File: config.mk
export PLATFORM = sky130hd
export DESIGN_NAME = cam_match_engine
export DESIGN_NICKNAME = d
export VERILOG_FILES = /design/src/rtl/cam_pkg.sv /design/src/rtl/cam_prio_enc.sv /design/src/rtl/cam_store.sv /design/src/rtl/cam_compare.sv /design/src/rtl/cam_match_engine.sv
export SDC_FILE = /design/constraint.sdc
export NUM_CORES = 2
export LEC_CHECK = 0
export BUFFER_PORTS_ARGS = -buffer_cell sky130_fd_sc_hd__buf_4
export CAP_MARGIN = 20
export CORE_ASPECT_RATIO = 1.4
export CORE_MARGIN = 2
export CORE_UTILIZATION = 50
export CTS_BUF_LIST = sky130_fd_sc_hd__clkbuf_8
export DETAILED_ROUTE_END_ITERATION = 12
export PLACE_DENSITY = 0.67
export SETUP_SLACK_MARGIN = 0.02
export SLEW_MARGIN = 40
export SYNTH_ARGS = -nofsm -noshare
export SYNTH_HDL_FRONTEND = slang
export SYNTH_HIERARCHICAL = 1
export SYNTH_SLANG_ARGS = --single-unit
export TNS_END_PERCENT = 20
File: constraint.sdc
create_clock -name clk -period 3.41 [get_ports clk]
set_input_delay 0.341 -clock clk [delete_from_list [all_inputs] [get_ports clk]]
set_output_delay 0.341 -clock clk [all_outputs]
set_load 0.05 [all_outputs]
File: src/rtl/cam_pkg.sv
package cam_pkg;

  typedef enum logic [1:0] {
    TAG_VALID  = 2'b00,
    TAG_EMPTY  = 2'b01,
    TAG_SKIP   = 2'b10,
    TAG_RANDOM = 2'b11
  } cam_tag_e;

  localparam int STAT_W     = 32;
  localparam int BIT_FULL   = 31;
  localparam int BIT_MULTI  = 30;
  localparam int BIT_RSKIP  = 29;
  localparam int BIT_REMPTY = 28;
  localparam int BIT_HIT    = 0;
  localparam int ADDR_LSB   = 1;

endpackage

File: src/rtl/cam_prio_enc.sv
module cam_prio_enc #(
  parameter int N  = 16,
  parameter int IW = (N > 1) ? $clog2(N) : 1
) (
  input  logic [N-1:0]  req,
  output logic          any,
  output logic          several,
  output logic [IW-1:0] idx
);

  logic [N-1:0] below;

  // Lowest set index wins; scan from the top so the lowest overrides.
  always_comb begin
    idx = '0;
    for (int i = N - 1; i >= 0; i--) begin
      if (req[i]) idx = IW'(i);
    end
  end

  assign below   = req - N'(1);
  assign any     = |req;
  assign several = |(req & below);

endmodule

File: src/rtl/cam_store.sv
module cam_store
  import cam_pkg::*;
#(
  parameter int WORDS = 16,
  parameter int WIDTH = 64,
  localparam int AW   = $clog2(WORDS)
) (
  input  logic                         clk,
  input  logic                         rst_n,
  input  logic                         wr_en,
  input  logic [AW-1:0]                wr_idx,
  input  logic [WIDTH-1:0]             wr_data,
  input  logic                         tag_en,
  input  logic [AW-1:0]                tag_idx,
  input  logic [1:0]                   tag_val,
  input  logic                         rd_en,
  input  logic [AW-1:0]                rd_idx,
  output logic [WORDS-1:0][WIDTH-1:0]  words_o,
  output logic [WORDS-1:0][1:0]        tags_o,
  output logic [WORDS-1:0][1:0]        tags_nxt_o,
  output logic [WIDTH-1:0]             rd_data_o,
  output logic [1:0]                   rd_tag_o
);

  logic [WORDS-1:0][WIDTH-1:0] words_q;
  logic [WORDS-1:0][1:0]       tags_q;
  logic [WIDTH-1:0]            rd_data_q;
  logic [1:0]                  rd_tag_q;

  always_comb begin
    tags_nxt_o = tags_q;
    if (tag_en) tags_nxt_o[tag_idx] = tag_val;
  end

  genvar g;
  generate
    for (g = 0; g < WORDS; g++) begin : g_word
      always_ff @(posedge clk or negedge rst_n) begin
        if (!rst_n) begin
          words_q[g] <= '0;
          tags_q[g]  <= TAG_EMPTY;
        end else begin
          if (wr_en && wr_idx == AW'(g)) words_q[g] <= wr_data;
          tags_q[g] <= tags_nxt_o[g];
        end
      end
    end
  endgenerate

  always_ff @(posedge clk or negedge rst_n) begin
    if (!rst_n) begin
      rd_data_q <= '0;
      rd_tag_q  <= 2'b11;
    end else if (rd_en) begin
      rd_data_q <= words_q[rd_idx];
      rd_tag_q  <= tags_q[rd_idx];
    end
  end

  assign words_o   = words_q;
  assign tags_o    = tags_q;
  assign rd_data_o = rd_data_q;
  assign rd_tag_o  = rd_tag_q;

  AST_TAG_WRITE_LANDS: assert property (@(posedge clk) disable iff (!rst_n)
    tag_en |=> tags_q[$past(tag_idx)] == $past(tag_val));

  AST_READ_TAG_HOLDS: assert property (@(posedge clk) disable iff (!rst_n)
    !rd_en |=> $stable(rd_tag_q));

endmodule

File: src/rtl/cam_compare.sv
module cam_compare
  import cam_pkg::*;
#(
  parameter int WORDS = 16,
  parameter int WIDTH = 64
) (
  input  logic [WORDS-1:0][WIDTH-1:0] words,
  input  logic [WORDS-1:0][1:0]       tags,
  input  logic [WIDTH-1:0]            key,
  input  logic [WIDTH-1:0]            mask,
  input  logic                        forced,
  input  logic [1:0]                  req_tag,
  output logic [WORDS-1:0]            hits
);

  logic [1:0] want_tag;
  assign want_tag = forced ? req_tag : TAG_VALID;

  genvar g;
  generate
    for (g = 0; g < WORDS; g++) begin : g_lane
      logic [WIDTH-1:0] diff;
      logic             data_eq;
      logic             tag_ok;
      assign diff    = (words[g] ^ key) & ~mask;
      assign data_eq = (diff == '0);
      assign tag_ok  = (tags[g] == want_tag);
      assign hits[g] = data_eq && tag_ok;
    end
  endgenerate

endmodule

File: src/rtl/cam_match_engine.sv
module cam_match_engine
  import cam_pkg::*;
#(
  parameter int WORDS = 16,
  parameter int WIDTH = 64,
  localparam int AW   = $clog2(WORDS)
) (
  input  logic             clk,
  input  logic             rst_n,
  input  logic             wr_en,
  input  logic [AW-1:0]    wr_idx,
  input  logic [WIDTH-1:0] wr_data,
  input  logic             tag_en,
  input  logic [AW-1:0]    tag_idx,
  input  logic [1:0]       tag_val,
  input  logic             rd_en,
  input  logic [AW-1:0]    rd_idx,
  output logic [WIDTH-1:0] rd_data,
  input  logic             cmp_valid,
  output logic             cmp_ready,
  input  logic [WIDTH-1:0] cmp_key,
  input  logic [WIDTH-1:0] cmp_mask,
  input  logic             cmp_forced,
  input  logic [1:0]       cmp_tag,
  output logic [31:0]      status,
  output logic [AW-1:0]    next_free
);

  logic [WORDS-1:0][WIDTH-1:0] words;
  logic [WORDS-1:0][1:0]       tags;
  logic [WORDS-1:0][1:0]       tags_nxt;
  logic [1:0]                  rd_tag;
  logic [WORDS-1:0]            hits;
  logic [WORDS-1:0]            empties;
  logic                        hit_any, hit_many, empty_any, empty_many;
  logic [AW-1:0]               hit_idx, empty_idx;
  logic                        accept;

  logic          hit_n_q, multi_n_q, full_n_q;
  logic [AW-1:0] addr_q, free_q;

  cam_store #(.WORDS(WORDS), .WIDTH(WIDTH)) u_store (
    .clk(clk), .rst_n(rst_n),
    .wr_en(wr_en), .wr_idx(wr_idx), .wr_data(wr_data),
    .tag_en(tag_en), .tag_idx(tag_idx), .tag_val(tag_val),
    .rd_en(rd_en), .rd_idx(rd_idx),
    .words_o(words), .tags_o(tags), .tags_nxt_o(tags_nxt),
    .rd_data_o(rd_data), .rd_tag_o(rd_tag)
  );

  cam_compare #(.WORDS(WORDS), .WIDTH(WIDTH)) u_cmp (
    .words(words), .tags(tags), .key(cmp_key), .mask(cmp_mask),
    .forced(cmp_forced), .req_tag(cmp_tag), .hits(hits)
  );

  genvar g;
  generate
    for (g = 0; g < WORDS; g++) begin : g_empty
      assign empties[g] = (tags_nxt[g] == TAG_EMPTY);
    end
  endgenerate

  cam_prio_enc #(.N(WORDS)) u_hit_pe (
    .req(hits), .any(hit_any), .several(hit_many), .idx(hit_idx)
  );

  cam_prio_enc #(.N(WORDS)) u_free_pe (
    .req(empties), .any(empty_any), .several(empty_many), .idx(empty_idx)
  );

  // Array updates and lookups are serialized: writers take priority.
  assign cmp_ready = !(wr_en || tag_en);
  assign accept    = cmp_valid && cmp_ready;

  always_ff @(posedge clk or negedge rst_n) begin
    if (!rst_n) begin
      hit_n_q   <= 1'b1;
      multi_n_q <= 1'b1;
      addr_q    <= '1;
    end else if (accept) begin
      hit_n_q   <= !hit_any;
      multi_n_q <= !hit_many;
      addr_q    <= hit_any ? hit_idx : '1;
    end
  end

  always_ff @(posedge clk or negedge rst_n) begin
    if (!rst_n) begin
      full_n_q <= 1'b1;
      free_q   <= '0;
    end else begin
      full_n_q <= empty_any;
      free_q   <= empty_any ? empty_idx : '0;
    end
  end

  always_comb begin
    status                       = '0;
    status[BIT_FULL]             = full_n_q;
    status[BIT_MULTI]            = multi_n_q;
    status[BIT_RSKIP]            = rd_tag[1];
    status[BIT_REMPTY]           = rd_tag[0];
    status[ADDR_LSB +: AW]       = addr_q;
    status[BIT_HIT]              = hit_n_q;
  end

  assign next_free = free_q;

  AST_MULTI_NEEDS_HIT: assert property (@(posedge clk) disable iff (!rst_n)
    !status[BIT_MULTI] |-> !status[BIT_HIT]);

  AST_MISS_ADDR_ONES: assert property (@(posedge clk) disable iff (!rst_n)
    status[BIT_HIT] |-> (status[ADDR_LSB +: AW] == '1));

  AST_RESULT_HOLDS: assert property (@(posedge clk) disable iff (!rst_n)
    !(cmp_valid && cmp_ready) |=> $stable(status[BIT_MULTI]) && $stable(status[ADDR_LSB +: AW])
      && $stable(status[BIT_HIT]));

  AST_FULL_FREE_ZERO: assert property (@(posedge clk) disable iff (!rst_n)
    !status[BIT_FULL] |-> (next_free == '0));

  AST_WRITE_BLOCKS: assert property (@(posedge clk) disable iff (!rst_n)
    (wr_en || tag_en) |-> !cmp_ready);

  AST_PAD_ZERO: assert property (@(posedge clk) disable iff (!rst_n)
    status[27:ADDR_LSB+AW] == '0);

endmodule

==> metrics.log <==
INFO  metric dpl_worst_slack = -368.5 ps
INFO  metric setup_ws = ~96 ps
INFO  metric dpl.cell_count = ~7100
INFO  metric gp_routability_congestion = between 1 and 1.5
INFO  metric grt_antenna_before_repair = 41
INFO  metric num-nets-final = between 5000 and 6000
INFO  metric totalNegativeSetupSlack = 0 ps
INFO  metric final.hold.worst_slack = roughly 94 ps
INFO  metric clk_latency = slightly below 1000 ps
INFO  metric critical_path.cell_chain = xnor2_1 -> o22ai_1 -> nor3_1 -> nand4_1 -> nor4_2 -> or4_4 -> nand2b_1 -> o21ai_0 -> a21o_1 -> o211ai_1 -> mux2i_1
INFO  metric worst_clock_skew = 72.89 ps
INFO  metric pwr_density_cell = ~630 mW/mm2
INFO  metric unrepaired_setup_endpoints_after_global_routing = true
INFO  metric critPathKind = flop to flop
INFO  metric routed_wl = between 200 and 250 mm
INFO  metric grt_first_pass_wirelength = between 300 and 400 mm
INFO  metric syn2layout_area_growth = 14.54%
INFO  metric multi_input_comb_area = 0.03502 mm2
INFO  metric die_width = just over 300 um
INFO  metric grt_pass1_vias = a little under 50000
INFO  metric synth_area_per_cell = between 10 and 15 um2
INFO  metric worst-endpoint-arrival = 4180 ps
INFO  metric clkSlewWorstSetupHoldPaths = about 60 ps
INFO  metric status = finished, final reports clean
INFO  metric timing.critical_path.slowest_cell_delay = approximately 600 ps
INFO  metric drive_above_1_share = approximately 39%
INFO  metric min_path_type = input pin to flop
INFO  metric final_max_slew_viol_count = 0
INFO  metric synth-warning-count = 6
INFO  metric num_io_pins = ~320
INFO  metric ant_nets = 0
INFO  metric fmaxAchievable = a little over 0.3 GHz
INFO  metric finish.cell_count_without_fillers = about 7500
INFO  metric top_fanout_value_on_the_critical_path = 5
INFO  metric grt_remaining_overflow = 0
INFO  metric core_area = between 0.1 and 0.15 mm2
INFO  metric irDropWorstVdd = 0.5296 mV
INFO  metric worst_setup_path_end_kind = flop
INFO  metric total_iterations_of_the_first_detailed_routing_run = 6
INFO  metric max_cap_violations = 0
INFO  metric cts_root_buf = clkbuf_8
INFO  metric cts_max_level = 4
INFO  metric io_buffer_count = approximately 290
INFO  metric n_fill_cell = approximately 11000
INFO  metric dieArea = ~0.13 mm2
INFO  metric vias = around 48000
INFO  metric route.detailed.wl_per_inst = roughly 33 um
INFO  metric syn_inst = 5283
INFO  metric final-hold-violation-count = 0
INFO  metric worstPathRequired = around 4300 ps
INFO  metric drc = 0
INFO  metric worst_path_max_delay_cell = nor3_1
INFO  metric cellLeakagePower = 29.93 nW
INFO  metric start_kind = flop
INFO  metric layout_min_cycle_time = 3314 ps
INFO  metric clock_buffer_count_from_cts = between 150 and 200
INFO  metric floorplan.initialDensity = roughly half
INFO  metric row_count = 157
INFO  metric synth.cell_area = about 0.066 mm2
INFO  metric post-route-util = 57.73%
INFO  metric track_usage = 36.12%
INFO  metric clkSinkCount = between 1000 and 1500
INFO  metric drtIter0Drc = approximately 4300
INFO  metric slew-limit-headroom = 37.38%
INFO  metric min_period_over_period = approximately 97%
INFO  metric regArea = about 0.028 mm2
INFO  metric timing.final.setup_violations = 0
INFO  metric drt-vias-per-instance = around 6.4
INFO  metric post_cts_buffers = 0
INFO  metric hpwlAfterDp = roughly 170 mm
INFO  metric tritoncts = done
INFO  metric max_slew.worst_pin.slew = 930.7 ps
INFO  metric dieHeight = ~430 um
INFO  metric max-clock-path-buffers = 3
INFO  metric grt_start_max_net_pins = roughly 130
## sequential cells by signal (all words and copies together), names as in the netlist
signal and cells:
u_store/rd_tag_o 2, u_store/words_o 1024, next_free 4, hit_n_q 1, u_store/tags_o 32, u_store/rd_data_o 64, full_n_q 1, addr_q 4
multi_n_q 1
## critical path: cells and delay by family (launching register included)
family	cells	cell delay, ps
AND/OR/NAND/NOR	5	1760
AO/OA/AOI/OAI	4	570
flip-flops	1	420
XOR/XNOR	1	350
multiplexers	1	100
## per-stage QoR
| step | power [mW] | cell area, um2 |
|---|---|---|
| after floorplan | 29.10 | 66020 |
| final | 47.24 | 75520 |
| after global routing | 49.00 | 75510 |
| after global placement | 34.23 | 70680 |
| after detailed placement | 34.56 | 70700 |
| after CTS | 47.10 | 75370 |
## cells in the final DEF, fill, tap and decap left out, types with 10 or more instances in the layout
cell,count
a221oi_1,66
buf_12,57
buf_4,532
clkbuf_8,237
clkinv_2,13
conb_1,23
dfrtp_1,1108
dfstp_2,25
diode_2,21
dlygate4sd3_1,81
inv_1,64
mux2_1,21
mux2_2,1039
mux2i_1,68
mux4_2,264
nand2_1,22
nand2b_1,15
nand3_1,46
nor2_1,189
nor2b_1,17
nor3_1,19
nor4_1,91
nor4_2,21
o22ai_1,559
xnor2_1,1045
xnor2_2,10
## layout make-up
| type | instances | area share, % |
|---|---|---|
| sequential | 1133 | 37.58 |
| inverter | 10 | 0.04970 |
| clock inverter | 86 | 0.7372 |
| multi-input combinational | 3606 | 46.37 |
| antenna | 21 | 0.06958 |
| timing repair buffer | 676 | 7.977 |
| clock buffer | 237 | 4.319 |
| tap | 1749 | 2.898 |
## per-layer routing
layer | GRT usage, % | vias up | wire, um
met5 | 0 | - | 277
met4 | 24.34 | 40 | 18010
met3 | 7.856 | 656 | 17570
met2 | 58.34 | 2266 | 116900
met1 | 43.55 | 25083 | 92130
li1 | - | 19931 | -
## where the power goes
group / leakage [nW] / internal [mW] / switching, mW
sequential: 13.8 / 16.6 / 3.28
combinational: 14.0 / 7.77 / 7.17
clock: 2.15 / 6.59 / 5.83
## path summary, 6_finish.rpt
check,startpoint,to,slack (ps),cells past startpoint
max in group asynchronous,rst_n,u_store/words_o[569],2500,3
min in group asynchronous,rst_n,u_store/words_o[466],140,3
min reg2reg,hit_n_q,hit_n_q,520,2
max reg2reg,u_store/words_o[123],multi_n_q,100,11
max,u_store/words_o[123],multi_n_q,100,11
min,wr_idx[3],u_store/words_o[192],90,4
## timing repair
action | 4_1_cts | 5_1_grt
endpoints found under the hold margin | 1923 | 0
endpoints found under the setup margin | 1 | 3
hold buffers | 82 | 0
resized for setup | 3 | 12
pin swaps | 0 | 0
Power figures use the tool's default switching activity.
